**config.mk**
```make
export PLATFORM = sky130hd
export DESIGN_NAME = wrPair
export DESIGN_NICKNAME = d
export VERILOG_FILES = /design/src/rtl/wrPairPkg.sv /design/src/rtl/wrPairCtrl.sv /design/src/rtl/wrPairData.sv /design/src/rtl/wrPair.sv
export SDC_FILE = /design/constraint.sdc
export NUM_CORES = 1
export LEC_CHECK = 0
export BUFFER_PORTS_ARGS = -buffer_cell sky130_fd_sc_hd__buf_2
export CORE_ASPECT_RATIO = 0.75
export CORE_MARGIN = 2
export CORE_UTILIZATION = 40
export DETAILED_ROUTE_END_ITERATION = 12
export GPL_ROUTABILITY_DRIVEN = 1
export PLACE_DENSITY = 0.56
export SLEW_MARGIN = 20
export SYNTH_ARGS = -nofsm -noshare
export SYNTH_HDL_FRONTEND = slang
export SYNTH_HIERARCHICAL = 1
export SYNTH_SLANG_ARGS = --single-unit
```
**constraint.sdc**
```tcl
create_clock -name clk -period 6 [get_ports clk]
set_clock_uncertainty 0.1 [all_clocks]
set_input_delay 0.6 -clock clk [delete_from_list [all_inputs] [get_ports clk]]
set_output_delay 0.6 -clock clk [all_outputs]
set_load 0.01 [all_outputs]
```
**src/rtl/wrPairPkg.sv**
```systemverilog
package wrPairPkg;
  typedef struct packed {
    logic pushData;
    logic pushCmd;
    logic popBurst;
    logic popTwo;
  } wrStrobe_t;
endpackage

```
**src/rtl/wrPairCtrl.sv**
```systemverilog
module wrPairCtrl
  import wrPairPkg::*;
#(
  parameter int DATA_DEPTH = 8,
  parameter int CMD_DEPTH  = 4,
  localparam int DCW = $clog2(DATA_DEPTH + 1),
  localparam int CCW = $clog2(CMD_DEPTH + 1)
) (
  input  logic           clk,
  input  logic           rstN,
  input  logic           ratioMode,
  input  logic           wdfValid,
  input  logic           wdfEnd,
  input  logic           cmdValid,
  input  logic           outReady,
  output logic           wdfReady,
  output logic           cmdReady,
  output logic           outValid,
  output logic           protoErr,
  output wrStrobe_t      strobe,
  output logic [DCW-1:0] dataCount,
  output logic [CCW-1:0] cmdCount
);
  logic [DCW-1:0] need;
  logic           wordPos;
  logic           endBad;

  assign need     = ratioMode ? DCW'(1) : DCW'(2);
  assign wdfReady = (dataCount != DCW'(DATA_DEPTH));
  assign cmdReady = (cmdCount != CCW'(CMD_DEPTH));
  assign outValid = (cmdCount != '0) && (dataCount >= need);

  always_comb begin
    strobe.pushData = wdfValid && wdfReady;
    strobe.pushCmd  = cmdValid && cmdReady;
    strobe.popBurst = outValid && outReady;
    strobe.popTwo   = !ratioMode;
  end

  // expected flag: last word of the burst carries it
  assign endBad = (ratioMode || wordPos) ? !wdfEnd : wdfEnd;

  always_ff @(posedge clk) begin
    if (!rstN) begin
      dataCount <= '0;
      cmdCount  <= '0;
      wordPos   <= 1'b0;
      protoErr  <= 1'b0;
    end else begin
      dataCount <= dataCount + (strobe.pushData ? DCW'(1) : DCW'(0))
                             - (strobe.popBurst ? need : DCW'(0));
      cmdCount  <= cmdCount + (strobe.pushCmd ? CCW'(1) : CCW'(0))
                            - (strobe.popBurst ? CCW'(1) : CCW'(0));
      if (strobe.pushData) begin
        wordPos <= ratioMode ? 1'b0 : !wordPos;
        if (endBad) protoErr <= 1'b1;
      end
    end
  end
endmodule

```
**src/rtl/wrPairData.sv**
```systemverilog
module wrPairData
  import wrPairPkg::*;
#(
  parameter int DATA_W     = 32,
  parameter int ADDR_W     = 16,
  parameter int DATA_DEPTH = 8,
  parameter int CMD_DEPTH  = 4,
  localparam int MASK_W = DATA_W / 8,
  localparam int DPW    = (DATA_DEPTH > 1) ? $clog2(DATA_DEPTH) : 1,
  localparam int CPW    = (CMD_DEPTH > 1) ? $clog2(CMD_DEPTH) : 1
) (
  input  logic                clk,
  input  logic                rstN,
  input  wrStrobe_t           strobe,
  input  logic [DATA_W-1:0]   wdfData,
  input  logic [MASK_W-1:0]   wdfMask,
  input  logic [ADDR_W-1:0]   cmdAddr,
  output logic [ADDR_W-1:0]   outAddr,
  output logic [2*DATA_W-1:0] outData,
  output logic [2*MASK_W-1:0] outMask
);
  logic [DATA_W-1:0] dataMem [DATA_DEPTH];
  logic [MASK_W-1:0] maskMem [DATA_DEPTH];
  logic [ADDR_W-1:0] addrMem [CMD_DEPTH];
  logic [DPW-1:0] dWr, dRd0, dRd1;
  logic [CPW-1:0] cWr, cRd;

  function automatic logic [DPW-1:0] dInc(input logic [DPW-1:0] p);
    return (p == DPW'(DATA_DEPTH - 1)) ? '0 : p + DPW'(1);
  endfunction

  function automatic logic [CPW-1:0] cInc(input logic [CPW-1:0] p);
    return (p == CPW'(CMD_DEPTH - 1)) ? '0 : p + CPW'(1);
  endfunction

  assign dRd1 = dInc(dRd0);

  always_ff @(posedge clk) begin
    if (strobe.pushData) begin
      dataMem[dWr] <= wdfData;
      maskMem[dWr] <= wdfMask;
    end
    if (strobe.pushCmd) addrMem[cWr] <= cmdAddr;
  end

  always_ff @(posedge clk) begin
    if (!rstN) begin
      dWr  <= '0;
      dRd0 <= '0;
      cWr  <= '0;
      cRd  <= '0;
    end else begin
      if (strobe.pushData) dWr <= dInc(dWr);
      if (strobe.pushCmd)  cWr <= cInc(cWr);
      if (strobe.popBurst) begin
        dRd0 <= strobe.popTwo ? dInc(dRd1) : dRd1;
        cRd  <= cInc(cRd);
      end
    end
  end

  assign outAddr = addrMem[cRd];

  always_comb begin
    if (strobe.popTwo) begin
      outData = {dataMem[dRd1], dataMem[dRd0]};
      outMask = {maskMem[dRd1], maskMem[dRd0]};
    end else begin
      outData = {{DATA_W{1'b0}}, dataMem[dRd0]};
      outMask = {{MASK_W{1'b1}}, maskMem[dRd0]};
    end
  end
endmodule

```
**src/rtl/wrPair.sv**
```systemverilog
module wrPair
  import wrPairPkg::*;
#(
  parameter int DATA_W      = 32,
  parameter int ADDR_W      = 16,
  parameter int FIFO_BURSTS = 4,
  parameter int CMD_DEPTH   = 4,
  localparam int MASK_W     = DATA_W / 8,
  localparam int DATA_DEPTH = 2 * FIFO_BURSTS,
  localparam int DCW        = $clog2(DATA_DEPTH + 1),
  localparam int CCW        = $clog2(CMD_DEPTH + 1)
) (
  input  logic                clk,
  input  logic                rstN,
  input  logic                ratioMode,
  input  logic                wdfValid,
  input  logic                wdfEnd,
  input  logic [DATA_W-1:0]   wdfData,
  input  logic [MASK_W-1:0]   wdfMask,
  output logic                wdfReady,
  input  logic                cmdValid,
  input  logic [ADDR_W-1:0]   cmdAddr,
  output logic                cmdReady,
  output logic                outValid,
  input  logic                outReady,
  output logic [ADDR_W-1:0]   outAddr,
  output logic [2*DATA_W-1:0] outData,
  output logic [2*MASK_W-1:0] outMask,
  output logic                protoErr
);
  wrStrobe_t      strobe;
  logic [DCW-1:0] dataCount;
  logic [CCW-1:0] cmdCount;

  wrPairCtrl #(.DATA_DEPTH(DATA_DEPTH), .CMD_DEPTH(CMD_DEPTH)) i_ctrl (
    .clk(clk), .rstN(rstN), .ratioMode(ratioMode), .wdfValid(wdfValid),
    .wdfEnd(wdfEnd), .cmdValid(cmdValid), .outReady(outReady),
    .wdfReady(wdfReady), .cmdReady(cmdReady), .outValid(outValid),
    .protoErr(protoErr), .strobe(strobe), .dataCount(dataCount),
    .cmdCount(cmdCount)
  );

  wrPairData #(.DATA_W(DATA_W), .ADDR_W(ADDR_W), .DATA_DEPTH(DATA_DEPTH),
               .CMD_DEPTH(CMD_DEPTH)) i_data (
    .clk(clk), .rstN(rstN), .strobe(strobe), .wdfData(wdfData),
    .wdfMask(wdfMask), .cmdAddr(cmdAddr), .outAddr(outAddr),
    .outData(outData), .outMask(outMask)
  );
endmodule

```
Word-level counts from Yosys, hierarchy flattened
Memory sizes are Yosys's and may differ from the RTL's. A register that Yosys moved wholly into a read port is not among the register bits.
Cells that the tools add are included.

storage, ports and cells
  bits in writable memories = 352
  word-level logic and storage cells = 62
  latch bits = 0
  memories = 3
  register bits = 19
  output and inout port bits = 92
  memory bits (read-only) = 0
  input bits = 59

memories
  name            depth  width  read ports  clocked after memory_dff  write ports  line              RTL
  i_data.dataMem  8      32     2           1                         1            wrPairData.sv:22  logic [DATA_W-1:0] dataMem [DATA_DEPTH];
  i_data.addrMem  4      16     1           1                         1            wrPairData.sv:24  logic [ADDR_W-1:0] addrMem [CMD_DEPTH];
  i_data.maskMem  8      4      2           1                         1            wrPairData.sv:23  logic [MASK_W-1:0] maskMem [DATA_DEPTH];

cells by class
  multipliers = 0
  shift operators = 0
  muxes and demuxes = 25
  reduce and logical (&&, ||, !) cells = 9
  equal/unequal tests = 7
  bitwise logic cells = 0
  div/mod/pow operators = 0
  add/sub/neg operators = 9
  order comparisons = 1

operators by type and width
  kind                   number
  $mux W64               1
  $mux W3                8
  $mux W2                5
  $add A3 B1 Y3 const B  3
  $eq A3 B3 Y1 const B   3
  $mux W1                9
  $mux W8                1
  $add A2 B1 Y2 const B  2
  $add A4 B4 Y4          1
  $eq A2 B2 Y1 const B   2
  $ge A4 B4 Y1           1
  $logic_and A1 B1 Y1    4
  $mux W4                1
  $ne A4 B4 Y1 const B   1
  $sub A4 B4 Y4          1
  $add A3 B3 Y3          1
  $ne A3 B3 Y1 const B   1
  $reduce_bool A3 Y1     1
  $sub A3 B3 Y3          1
  $logic_not A1 Y1       2
  $reduce_and A2 Y1      1
  $logic_or A1 B1 Y1     1

Longest topological paths before layout
Gate-level depths: netlist (run 1).

  depth in word-level cells = 7
  gate-level depth with buffers = 13

Hierarchy
The synthesis (run 1) kept the hierarchy.

by module, submodules not included
  module      cells an instance  instances  seq. area each (µm²)  area an instance (µm²)
  wrPairData  951                1          10870.4               16372.0
  wrPairCtrl  71                 1          180.2                 640.6

Worst setup path before layout (run 1)
Ideal clock, no wire load.

  path kind = register to register
  from = reg i_ctrl.dataCount[2]
  to = mem i_data.dataMem[0][0] (enable)
  arrival = 3.572 ns
  path slack = 1.854 ns
  path buffers = 0
  library setup time = 0.474 ns
  stages on the path, launching flop included = 7
  clock period less this slack = 4.146 ns
  path through = dfxtp_1 > inv_1 > ha_1 > or3b_4 > and2_4 > nand2b_1 > nor3_1

RTL lines
  item                      line              RTL
  start: declaration        wrPairCtrl.sv:21  output logic [DCW-1:0] dataCount,
  start signal: assignment  wrPairCtrl.sv:50  dataCount <= dataCount + (strobe.pushData ? DCW'(1) : DCW'(0))
  end: declaration          wrPairData.sv:22

Worst setup path after layout (run 1)
  from = reg i_data.dRd0[0]
  to = out outData[33]

between the ends
  longest elaborated chain between the ends = 4
  elaborated cells between the ends (all ways) = 5
  classes of those cells = add/sub (1); eq/ne (1); mux (2); memory (1)

ends and longest elaborated chain
  item                                           line              RTL
  start: declaration                             wrPairData.sv:25  logic [DPW-1:0] dWr, dRd0, dRd1;
  start signal: assignment                       wrPairData.sv:56  dRd0 <= strobe.popTwo ? dInc(dRd1) : dRd1;
  $add A3 B1 Y3 or $eq A3 B3 Y1 (tied branches)  wrPairData.sv:29  return (p == DPW'(DATA_DEPTH - 1)) ? '0 : p + DPW'(1);
  $mux W3 *                                      wrPairData.sv:29
  $mem_v2 Z8 W32 *                               n/a
  $mux W64 *                                     wrPairData.sv:65  if (strobe.popTwo) begin
  end: declaration                               wrPair.sv:27      output logic [2*DATA_W-1:0] outData,

Mark *: on every way between the ends. The rest lies on a longest branch, timed or not.

==> flow_summary.rst, run 1 <==
.. list-table::
   :header-rows: 1

   * - Metric
     - Value
   * - Vias
     - 9,760
   * - Internal reg-to-reg setup slack
     - 3.11 ns
   * - Setup violation total in the final timing report
     - 0
   * - Detailed-router iteration count before antenna repair
     - 5
   * - Area of all sequential standard cells
     - 11,100 um2
   * - CTS clk-pin slew, worst paths
     - 0.06 ns
   * - WS Path Type
     - flop to primary output
   * - Worst-Margin Slew
     - 0.947 ns
   * - Post-route DRC
     - 0
   * - Vias per cell
     - 5.53
   * - Antenna violations before repair
     - 5
   * - IO Pins
     - 151
   * - Synthesized instance count
     - 1,022
   * - TritonCTS clock tree
     - done
   * - Vertical die dimension
     - 183 um
   * - Final period util
     - 64.4%
   * - Clock tree buffer depth
     - 3
   * - Root Driver
     - sky130_fd_sc_hd__clkbuf_16
   * - Prevailing post-synth register cell
     - sky130_fd_sc_hd__edfxtp_1
   * - Worst-case hold slack
     - 0.181 ns
   * - Slew Limit Headroom
     - 36.9%
   * - Maximum number of pins on one net before global-route repair
     - 80
   * - Number of global-route vias before repair
     - 9,980
   * - Required time at the worst-slack endpoint
     - 5.30 ns
   * - Nets
     - 1,248
   * - Die X
     - 242 um
   * - Wire length of the first global-routing pass
     - 62.4 mm
   * - Resized Gates After CTS
     - 0
   * - Outcome
     - complete, no violations
   * - Maximum capacitance violations
     - 0
   * - Total grt overflow
     - 0
   * - RSZ-0062 raised after global routing
     - no
   * - Area of the core
     - 42,000 um2
   * - EDFF count, synth
     - 352
   * - Number of buffers inserted to repair setup after CTS
     - 0
   * - Post-synth ARST share
     - 0%
   * - Area of the multi-input gates
     - 5630 um2
   * - Clock insertion delay at the later pin of the skew report
     - 0.53 ns
   * - Largest area contributor in the synthesized netlist
     - sky130_fd_sc_hd__edfxtp_1
   * - Crit path capture type
     - primary output
   * - Crit path from
     - i_data/dRd0[0]$_SDFFE_PN0P_
   * - Number of hold-repair buffers added at the cts stage
     - 0
   * - Setup TNS
     - 0 ns
   * - Highest Clock Rate
     - 0.259 GHz
   * - Yosys top cell area share
     - 62.1%
   * - Proportion of layout cells with a drive suffix above 1
     - 27.6%
   * - Peak VDD IR
     - 227 uV
   * - DR iter-0 viols
     - 659
   * - Routability cong.
     - 0.735
   * - Hold WC Path Type
     - input port to flop
   * - Top post-synthesis cells by area
     - sky130_fd_sc_hd__edfxtp_1, sky130_fd_sc_hd__mux4_1, sky130_fd_sc_hd__mux4_2
   * - H-tree levels
     - 2
   * - Area of the mapped netlist
     - 17,000 um2
   * - Type of element launching the critical path
     - flop
   * - Mean Syn Cell Area
     - 16.6 um2
   * - Reg2reg start
     - i_ctrl/dataCount[0]$_SDFF_PN0_
   * - Hpwl dp
     - 22.4 mm
   * - Signal arrival time at the worst endpoint
     - 3.17 ns
   * - Hold violation total from the final report
     - 0
   * - Startpoint of the tightest hold check path
     - cmdAddr[9]
   * - Core Rows
     - 65
   * - Fin util
     - 46.7%
   * - Initial Utilization
     - 40.5%
   * - Synth Net Count
     - 1,105
   * - Warning count from the yosys run
     - 6
   * - Remaining number of nets flagged by the antenna check after routing
     - 0
   * - Number of inserted filler cells in the final layout
     - 3,632
   * - Sinks on Clock Net
     - 376
   * - Sequential-to-total area share from yosys stat
     - 65.0%
   * - Minimum clock period
     - 3.87 ns
   * - WL per Instance
     - 23.7 um
   * - PortBufs
     - 150
   * - Area of the die
     - 44,200 um2
   * - Post-synthesis cell type count
     - 43
   * - Power per cell area
     - 396 nW/um2
   * - Final slew viol count
     - 0
   * - Largest fanout on the critical path
     - 74
   * - Gr usage total
     - 18.9%
   * - Final wirelength
     - 41.8 mm
   * - Number of buffers created by CTS
     - 40
   * - Total of flip-flops plus latches after synthesis
     - 376
   * - Leak
     - 7.15 nW
   * - Area growth syn-to-layout
     - 15.5%
## registers in the layout, summed over array words and instances, names as in the netlist, named ones only
signal	cells
i_ctrl/cmdCount	3
i_ctrl/dataCount	4
i_ctrl/protoErr	1
i_ctrl/wordPos	1
i_data/addrMem	64
i_data/cRd	2
i_data/cWr	2
i_data/dRd0	3
i_data/dWr	3
i_data/dataMem	256
i_data/maskMem	32
## layout by cell type, fill, tap and decap left out, types with 8 or more instances in the layout
cell type and count:
sky130_fd_sc_hd__nand2b_1 8, sky130_fd_sc_hd__buf_4 16, sky130_fd_sc_hd__clkinv_2 13, sky130_fd_sc_hd__mux2_2 36, sky130_fd_sc_hd__a32oi_1 64, sky130_fd_sc_hd__nand2_1 156
sky130_fd_sc_hd__ha_1 22, sky130_fd_sc_hd__a32o_1 8, sky130_fd_sc_hd__clkbuf_16 40, sky130_fd_sc_hd__mux4_2 44, sky130_fd_sc_hd__mux4_1 44, sky130_fd_sc_hd__nor2_4 8
sky130_fd_sc_hd__mux2i_1 77, sky130_fd_sc_hd__and2_1 11, sky130_fd_sc_hd__dfxtp_1 21, sky130_fd_sc_hd__and3_1 33, sky130_fd_sc_hd__inv_1 13, sky130_fd_sc_hd__edfxtp_1 352
sky130_fd_sc_hd__clkbuf_1 8, sky130_fd_sc_hd__buf_2 150
## stage by stage
step	setup WS (ns)	cell area (um2)	std cells	total power [mW]
2_1_floorplan	1.85	17000	1022	4.67
5_1_grt	1.98	19700	1765	8.16
3_3_place_gp	2.44	18300	1689	5.48
3_5_place_dp	2.36	18300	1689	5.49
4_1_cts	1.76	19600	1761	7.87
6_report	2.13	19700	1765	7.79
## cell usage after synthesis, types with 12 or more instances
cell type,instances
sky130_fd_sc_hd__edfxtp_1,352
sky130_fd_sc_hd__nand2_1,156
sky130_fd_sc_hd__mux2i_1,77
sky130_fd_sc_hd__a32oi_1,64
sky130_fd_sc_hd__mux4_1,44
sky130_fd_sc_hd__mux4_2,44
sky130_fd_sc_hd__mux2_2,36
sky130_fd_sc_hd__and3_1,33
sky130_fd_sc_hd__buf_2,25
sky130_fd_sc_hd__dfxtp_1,24
sky130_fd_sc_hd__ha_1,22
sky130_fd_sc_hd__clkbuf_1,21
sky130_fd_sc_hd__inv_1,13
sky130_fd_sc_hd__and2_1,12
sky130_fd_sc_hd__nor2_1,12
## final timing paths
check / to / depth (start not counted)
setup / recovery: outData[33] / 9
hold / removal: i_data/addrMem[2][9]$_DFFE_PP_ / 1
setup reg to reg: i_ctrl/cmdCount[2]$_SDFF_PN0_ / 13
hold reg to reg: i_ctrl/wordPos$_SDFFE_PN0P_ / 2
## power by group
part	total, mW	leakage, nW	switching [mW]	internal [mW]
clock network	2.37	0.622	1.00	1.36
logic	2.23	3.13	1.25	0.978
registers	3.19	3.40	0.127	3.07
## worst max-delay path: stages (launching register included)
cell and delay [ns]:
sky130_fd_sc_hd__dfxtp_1 0.37, sky130_fd_sc_hd__ha_1 0.22, sky130_fd_sc_hd__ha_1 0.23, sky130_fd_sc_hd__nor2_4 0.33
sky130_fd_sc_hd__buf_12 0.25, sky130_fd_sc_hd__buf_12 0.35, sky130_fd_sc_hd__mux2i_1 0.26, sky130_fd_sc_hd__a32oi_1 0.06
sky130_fd_sc_hd__and3_1 0.25, sky130_fd_sc_hd__buf_2 0.16
## cell families after synthesis
kind of cell | count (synthesis) | share of synthesized area (%)
multiplexers | 201 | 19.5
adder cells (fa/ha/maj) | 24 | 1.85
AO/OA/AOI/OAI | 91 | 4.43
flip-flops | 376 | 65.0
XOR/XNOR | 5 | 0.257
buffers and inverters | 82 | 2.49
AND/OR/NAND/NOR | 243 | 6.47
## layout make-up
cell class                 count  share of cell area (%)
timing repair buffer         170                    4.88
clock buffer                  48                    5.25
inverter                      13                   0.248
sequential                   376                    56.3
tap                          569                    3.62
multi-input combinational    564                    28.6
clock inverter                24                    1.08
antenna                        1                  0.0127
## metal layers
metal	vias to the layer above	part of all wire, %	track usage (%)
met5	-	0.072	0
met2	253	48	31.7
met1	5044	45	25.5
met4	4	1.9	4.74
li1	4404	-	-
met3	55	5.2	3.47
Note: power is estimated with default switching activity, not from simulation.
==> run 2, diff against run 1 <==
- clock period: 6 -> 3.9 ns (I/O delays scaled with it)
==> flow_summary.rst, run 2 (same netlist as run 1, synthesis figures left out) <==
.. list-table::
   :header-rows: 1

   * - Metric
     - Value
   * - IO Pins
     - 151 (unchanged)
   * - Post-route DRC
     - 0 (unchanged)
   * - Power per cell area
     - 617 nW/um2 (+56%)
   * - Final period util
     - 89.9%
   * - Wire length of the first global-routing pass
     - 63.7 mm (+1.9%)
   * - Minimum clock period
     - 3.51 ns
   * - Initial Utilization
     - 40.5% (unchanged)
   * - Register with the most flip-flops
     - i_data/dataMem
   * - Largest registers in the final layout
     - i_data/dataMem x256, i_data/addrMem x64, i_data/maskMem x32
   * - Area growth syn-to-layout
     - 18.3%
   * - Number of global-route vias before repair
     - 10,400 (+3.8%)
   * - Detailed-router iteration count before antenna repair
     - 7 (+2)
   * - Final slew viol count
     - 0 (unchanged)
   * - Global Route met3 Usage
     - 3.31% (-0.16 points)
   * - Gr usage total
     - 19.1% (+0.26 points)
   * - Required time at the worst-slack endpoint
     - 3.41 ns (-1.89 ns)
   * - Hpwl dp
     - 24.5 mm (+9.7%)
   * - Hold WC Path Type
     - input port to flop
   * - Remaining number of nets flagged by the antenna check after routing
     - 0 (unchanged)
   * - Setup violation total in the final timing report
     - 0 (unchanged)
   * - Nets
     - 1,272 (+1.9%)
   * - Most frequent standard cell in the layout excluding fill and tap cells
     - sky130_fd_sc_hd__edfxtp_1
   * - Vias per cell
     - 5.59 (+1.1%)
   * - Total grt overflow
     - 0 (unchanged)
   * - Vertical die dimension
     - 183 um (unchanged)
   * - DR iter-0 viols
     - 708 (+7.4%)
   * - PortBufs
     - 150 (unchanged)
   * - Slew Limit Headroom
     - 37.3% (+0.46 points)
   * - Number of buffers inserted to repair setup after CTS
     - 0 (unchanged)
   * - Maximum capacitance violations
     - 0 (unchanged)
   * - Vias
     - 10,000 (+2.6%)
   * - Worst-case hold slack
     - 0.0218 ns (-0.159 ns)
   * - Highest Clock Rate
     - 0.285 GHz
   * - Most Used Layer, Global Route
     - met2
   * - Area of the core
     - 42,000 um2 (unchanged)
   * - Peak VDD IR
     - 403 uV (+77%)
   * - Hold violation total from the final report
     - 0 (unchanged)
   * - RSZ-0062 raised after global routing
     - no
   * - Clock tree buffer depth
     - 3 (unchanged)
   * - Core Rows
     - 65 (unchanged)
   * - Met2 track demand over resource in global routing
     - 31.1% (-0.60 points)
   * - WL per Instance
     - 23.7 um (+0.26%)
   * - Antenna violations before repair
     - 3 (-2)
   * - Routability cong.
     - 0.760 (+3.5%)
   * - Type of element launching the critical path
     - flop
   * - CTS clk-pin slew, worst paths
     - 0.06 ns (about the same)
   * - Clock insertion delay at the later pin of the skew report
     - 0.54 ns (about the same)
   * - Met1 Usage GRT
     - 26.6% (+1.1 points)
   * - Number of buffers created by CTS
     - 40 (unchanged)
   * - Top library cells by usage in the layout, fill and taps aside
     - sky130_fd_sc_hd__edfxtp_1, sky130_fd_sc_hd__nand2_1, sky130_fd_sc_hd__buf_2
   * - Area of the die
     - 44,200 um2 (unchanged)
   * - H-tree levels
     - 2 (unchanged)
   * - Outcome
     - complete, no violations
   * - Setup TNS
     - 0 ns (unchanged)
   * - TritonCTS clock tree
     - done
   * - Maximum number of pins on one net before global-route repair
     - 79 (-1.3%)
   * - Root Driver
     - sky130_fd_sc_hd__clkbuf_16
   * - Largest fanout on the critical path
     - 19 (-74%)
   * - Signal arrival time at the worst endpoint
     - 3.02 ns (-0.15 ns)
   * - Sinks on Clock Net
     - 376 (unchanged)
   * - Proportion of layout cells with a drive suffix above 1
     - 27.7% (+0.11 points)
   * - Die X
     - 242 um (unchanged)
   * - Final wirelength
     - 42.5 mm (+1.7%)
   * - Worst-Margin Slew
     - 0.940 ns (-0.00689 ns)
   * - Crit path capture type
     - primary output
   * - WS Path Type
     - flop to primary output
   * - Leak
     - 7.33 nW (+2.6%)
   * - Flip-flop count of the largest register after layout
     - 256 (unchanged)
==> run 2: repair_timing <==
item	4_1_cts	5_1_grt
resized for setup	0	0
setup endpoints to repair	0	0
endpoints found under the hold margin	73	0
hold buffers	18	0
==> run 2: per-layer routing <==
metal | vias to the layer above | share of wire, %
met5 | - | 0.026
met4 | 2 | 2.3
met3 | 80 | 5.6
met2 | 338 | 47
met1 | 5133 | 45
li1 | 4459 | -
==> run 2: through the flow <==
stage / worst slack (ns) / area [um2] / power (mW) / cells / util (%)
finish: 0.392 / 20100 / 12.4 / 1790 / 47.8
global route: 0.316 / 20100 / 13.0 / 1789 / 47.8
CTS: 0.388 / 20100 / 12.6 / 1788 / 47.8
detailed placement: 0.930 / 18600 / 8.53 / 1698 / 44.1
global placement: 0.958 / 18600 / 8.51 / 1698 / 44.1
floorplan: 0.719 / 17000 / 7.19 / 1022 / -
==> run 2: cell type report <==
cell class                 instances  area, um2
tap                              569        712
timing repair buffer             194       1280
fill                            3546      21900
clock inverter                    20        262
clock buffer                      52       1120
inverter                          13       48.8
antenna                            2       5.00
multi-input combinational        564       5640
sequential                       376      11100
==> run 2: worst paths after layout <==
check | start | endpoint | slack [ns] | cells after the start
max | i_data/dRd0[0]$_SDFFE_PN0P_ | outData[62] | 0.39 | 7
min reg2reg | i_ctrl/protoErr$_SDFFE_PN0P_ | i_ctrl/protoErr$_SDFFE_PN0P_ | 0.36 | 2
max reg2reg | i_ctrl/dataCount[0]$_SDFF_PN0_ | i_ctrl/cmdCount[2]$_SDFF_PN0_ | 1.10 | 13
min | wdfMask[3] | i_data/maskMem[2][3]$_DFFE_PP_ | 0.02 | 1
==> run 2: report_power, final <==
group | switching, mW | total, mW | internal (mW)
sequential | 0.221 | 4.94 | 4.72
combinational | 1.92 | 3.49 | 1.57
clock | 1.56 | 3.98 | 2.42
total | 3.70 | 12.4 | 8.71
==> run 2: worst max-delay path, stage by stage, from the launching register on <==
cell and delay, ns:
sky130_fd_sc_hd__dfxtp_1 0.37, sky130_fd_sc_hd__ha_1 0.22, sky130_fd_sc_hd__ha_1 0.44, sky130_fd_sc_hd__nor2b_4 0.74, sky130_fd_sc_hd__buf_12 0.25, sky130_fd_sc_hd__a32oi_1 0.07, sky130_fd_sc_hd__and3_1 0.25, sky130_fd_sc_hd__buf_2 0.15
==> run 3, diff against run 2 <==
- CORE_UTILIZATION: 40 -> 35
- PLACE_DENSITY: 0.56 -> 0.51
- REMOVE_ABC_BUFFERS: not set -> 1
==> flow_summary.rst, run 3 (same netlist as run 1, synthesis figures left out) <==
.. list-table::
   :header-rows: 1

   * - Metric
     - Value
   * - Hold WC Path Type
     - input port to flop
   * - Final period util
     - 91.0% (+1.1 points)
   * - Routability cong.
     - 0.736 (-3.3%)
   * - IO Pins
     - 151 (unchanged)
   * - Vertical die dimension
     - 195 um (+6.8%)
   * - Antenna violations before repair
     - 3 (unchanged)
   * - Final wirelength
     - 44.1 mm (+3.7%)
   * - Most frequent standard cell in the layout excluding fill and tap cells
     - sky130_fd_sc_hd__edfxtp_1
   * - Depth of the worst register-to-register path
     - 13 (unchanged)
   * - Top library cells by usage in the layout, fill and taps aside
     - sky130_fd_sc_hd__edfxtp_1, sky130_fd_sc_hd__nand2_1, sky130_fd_sc_hd__buf_2
   * - Final slew viol count
     - 0 (unchanged)
   * - Worst Hold Path Cells
     - 1 (unchanged)
   * - PortBufs
     - 150 (unchanged)
   * - Initial Utilization
     - 35.7% (-4.8 points)
   * - Gr usage total
     - 17.3% (-1.8 points)
   * - Highest Clock Rate
     - 0.282 GHz (-1.2%)
   * - Peak VDD IR
     - 391 uV (-2.9%)
   * - Power per cell area
     - 612 nW/um2 (-0.81%)
   * - Maximum capacitance violations
     - 0 (unchanged)
   * - Buffering stage count on the worst path with inverters included
     - 2 (unchanged)
   * - Portion of total power attributed to the clock network
     - 32.1% (about the same)
   * - Placed instance count
     - 1,773 (+4.4%)
   * - Number of hold-repair buffers added at the cts stage
     - 25 (+7)
   * - Switching share of total power
     - 30.2% (+0.40 points)
   * - Die X
     - 259 um (+6.8%)
   * - Post-route DRC
     - 0 (unchanged)
   * - Sequential group share of total power
     - 39.5% (-0.3 points)
   * - Largest delay contributor family on the critical path
     - simple AND/OR/NAND/NOR gates
   * - Power dissipated by switching net loads
     - 3.74 mW (+1.1%)
   * - Hpwl dp
     - 25.0 mm (+2.0%)
   * - Proportion of layout cells with a drive suffix above 1
     - 27.5% (-0.26 points)
   * - TritonCTS clock tree
     - done
   * - Setup violation total in the final timing report
     - 0 (unchanged)
   * - WS Path Type
     - flop to primary output
   * - Worst-path cell chain
     - ha_1 -> ha_1 -> or2_4 -> buf_4 -> nand2_1 -> a32oi_1 -> and3_1 -> buf_2
   * - Critical path capture point
     - outData[52]
   * - Most repeated library cell on the critical path
     - sky130_fd_sc_hd__ha_1
   * - Core Rows
     - 69 (+6.2%)
   * - Area growth syn-to-layout
     - 18.9%
   * - Setup TNS
     - 0 ns (unchanged)
   * - Crit Reg-Reg Endpoint
     - i_ctrl/cmdCount[2]$_SDFF_PN0_
   * - Internal reg-to-reg setup slack
     - 1.02 ns (-0.08 ns)
   * - Area of the core
     - 47,700 um2 (+13%)
   * - Largest registers in the final layout
     - i_data/dataMem x256, i_data/addrMem x64, i_data/maskMem x32
   * - Area of the die
     - 50,400 um2 (+14%)
   * - DR iter-0 viols
     - 664 (-6.2%)
   * - CTS clk-pin slew, worst paths
     - 0.06 ns (about the same)
   * - Root Driver
     - sky130_fd_sc_hd__clkbuf_16
   * - Total chip power
     - 12.4 mW (-0.25%)
   * - Vias
     - 9,905 (-1.1%)
   * - WP depth
     - 8 (+1)
   * - Maximum number of pins on one net before global-route repair
     - 87 (+10%)
   * - Slowest CP cell
     - sky130_fd_sc_hd__or2_4
   * - Outcome
     - complete, no violations
   * - Remaining number of nets flagged by the antenna check after routing
     - 0 (unchanged)
   * - Total grt overflow
     - 0 (unchanged)
   * - Clock tree buffer depth
     - 3 (unchanged)
   * - Type of element launching the critical path
     - flop
   * - Part of the total power dissipated in combinational logic
     - 28.5% (+0.4 points)
   * - Vias per cell
     - 5.28 (-5.6%)
   * - Detailed-router iteration count before antenna repair
     - 4 (-3)
   * - Minimum clock period
     - 3.55 ns (+0.0415 ns)
   * - WL per Instance
     - 23.5 um (-0.97%)
   * - Post-layout instance count excluding filler cells
     - 1,875 (+4.7%)
   * - Register with the most flip-flops
     - i_data/dataMem
   * - Crit path largest cell delay
     - 0.69 ns (-0.05 ns)
   * - Wire length of the first global-routing pass
     - 65.7 mm (+3.3%)
   * - Reg2reg start
     - i_ctrl/dataCount[0]$_SDFF_PN0_
   * - Required time at the worst-slack endpoint
     - 3.41 ns (about the same)
   * - Signal arrival time at the worst endpoint
     - 3.06 ns (+0.04 ns)
   * - Sinks on Clock Net
     - 376 (unchanged)
   * - Leak
     - 7.36 nW (+0.38%)
   * - Largest fanout on the critical path
     - 52 (+33)
   * - RSZ-0062 raised after global routing
     - no
   * - Slew Limit Headroom
     - 37.4% (+0.071 points)
   * - Worst-Margin Slew
     - 0.939 ns (-0.00107 ns)
   * - Crit path from
     - i_data/dRd0[0]$_SDFFE_PN0P_
   * - Resized Gates After CTS
     - 0 (unchanged)
   * - Crit path capture type
     - primary output
   * - Internal power component
     - 8.64 mW (-0.82%)
   * - Hold violation total from the final report
     - 0 (unchanged)
   * - Flip-flop count of the largest register after layout
     - 256 (unchanged)
   * - Number of global-route vias before repair
     - 10,400 (+0.44%)
   * - Clock insertion delay at the later pin of the skew report
     - 0.54 ns (about the same)
   * - Number of buffers created by CTS
     - 41 (+2.5%)
   * - Number of buffers inserted to repair setup after CTS
     - 0 (unchanged)
   * - Nets
     - 1,285 (+1.0%)
   * - H-tree levels
     - 2 (unchanged)
[run 3: cell types whose count changed in the layout (fill, tap and decap cells not counted)]
cell,delta
sky130_fd_sc_hd__buf_12,-5
sky130_fd_sc_hd__nor3_2,+2
sky130_fd_sc_hd__clkbuf_1,+3
sky130_fd_sc_hd__clkinv_2,-4
sky130_fd_sc_hd__clkinv_4,+2
sky130_fd_sc_hd__dlygate4sd3_1,+7
sky130_fd_sc_hd__clkbuf_8,-3
sky130_fd_sc_hd__buf_4,+10
sky130_fd_sc_hd__inv_8,+1
sky130_fd_sc_hd__inv_6,-1
sky130_fd_sc_hd__nor3_4,-2
sky130_fd_sc_hd__clkinv_1,+4
sky130_fd_sc_hd__clkinvlp_4,+1
[run 3: worst min-delay path by stage]
stage / start / end / slack [ns]
final: wdfData[6] / i_data/dataMem[2][6]$_DFFE_PP_ / 0.02
after CTS: wdfData[2] / i_data/dataMem[5][2]$_DFFE_PP_ / 0.0005
after floorplan: i_ctrl/wordPos$_SDFFE_PN0P_ / i_ctrl/wordPos$_SDFFE_PN0P_ / 0.34
after global placement: i_ctrl/wordPos$_SDFFE_PN0P_ / i_ctrl/wordPos$_SDFFE_PN0P_ / 0.35
after detailed placement: i_ctrl/wordPos$_SDFFE_PN0P_ / i_ctrl/wordPos$_SDFFE_PN0P_ / 0.36
after global routing: wdfData[30] / i_data/dataMem[1][30]$_DFFE_PP_ / 0.01
[run 3: power groups by stage]
stage | clock, mW | sequential [mW] | combinational (mW)
after global routing | 4.24 | 4.92 | 3.81
after global placement | 0 | 4.97 | 3.53
after CTS | 4.09 | 4.89 | 3.59
after detailed placement | 0 | 4.97 | 3.55
after floorplan | 0 | 5.04 | 2.11
final | 3.97 | 4.89 | 3.52
[run 3: worst register-to-register path, stage by stage, from the launching register on]
cell	delay (ns)
sky130_fd_sc_hd__dfxtp_1	0.34
sky130_fd_sc_hd__inv_1	0.07
sky130_fd_sc_hd__ha_1	0.26
sky130_fd_sc_hd__nand2b_1	0.09
sky130_fd_sc_hd__a21oi_1	0.11
sky130_fd_sc_hd__nor2_1	0.46
sky130_fd_sc_hd__ha_1	0.33
sky130_fd_sc_hd__inv_1	0.06
sky130_fd_sc_hd__ha_1	0.13
sky130_fd_sc_hd__inv_1	0.05
sky130_fd_sc_hd__fa_1	0.37
sky130_fd_sc_hd__xnor2_1	0.15
sky130_fd_sc_hd__xnor2_1	0.12
sky130_fd_sc_hd__and2_1	0.15
[run 3: per-stage QoR]
| stage | area [um2] | hold slack, ns | setup slack, ns | util (%) |
|---|---|---|---|---|
| 3_5_place_dp | 18600 | 0.355 | 0.858 | 39.0 |
| 3_3_place_gp | 18600 | 0.347 | 0.924 | 39.0 |
| 5_1_grt | 20200 | 0.0125 | 0.189 | 42.4 |
| 2_1_floorplan | 16600 | 0.340 | -1.88 | - |
| 4_1_cts | 20200 | 0.000496 | 0.309 | 42.4 |
| 6_report | 20200 | 0.0193 | 0.351 | 42.5 |
[run 3: metal layers]
metal / track usage, % / part of all wire (%) / up-vias
li1: - / - / 4492
met1: 23.7 / 45 / 5076
met2: 28.3 / 47 / 269
met3: 3.38 / 5.3 / 66
met4: 4.54 / 1.9 / 2
met5: 0 / 0.032 / -
[run 3: final cells by class]
type                       instances  area (um2)
antenna                            2        5.00
clock buffer                      52        1090
clock inverter                    23         284
fill                            4302       27400
inverter                          13        48.8
multi-input combinational        564        5620
sequential                       376       11100
tap                              639         800
timing repair buffer             206        1320
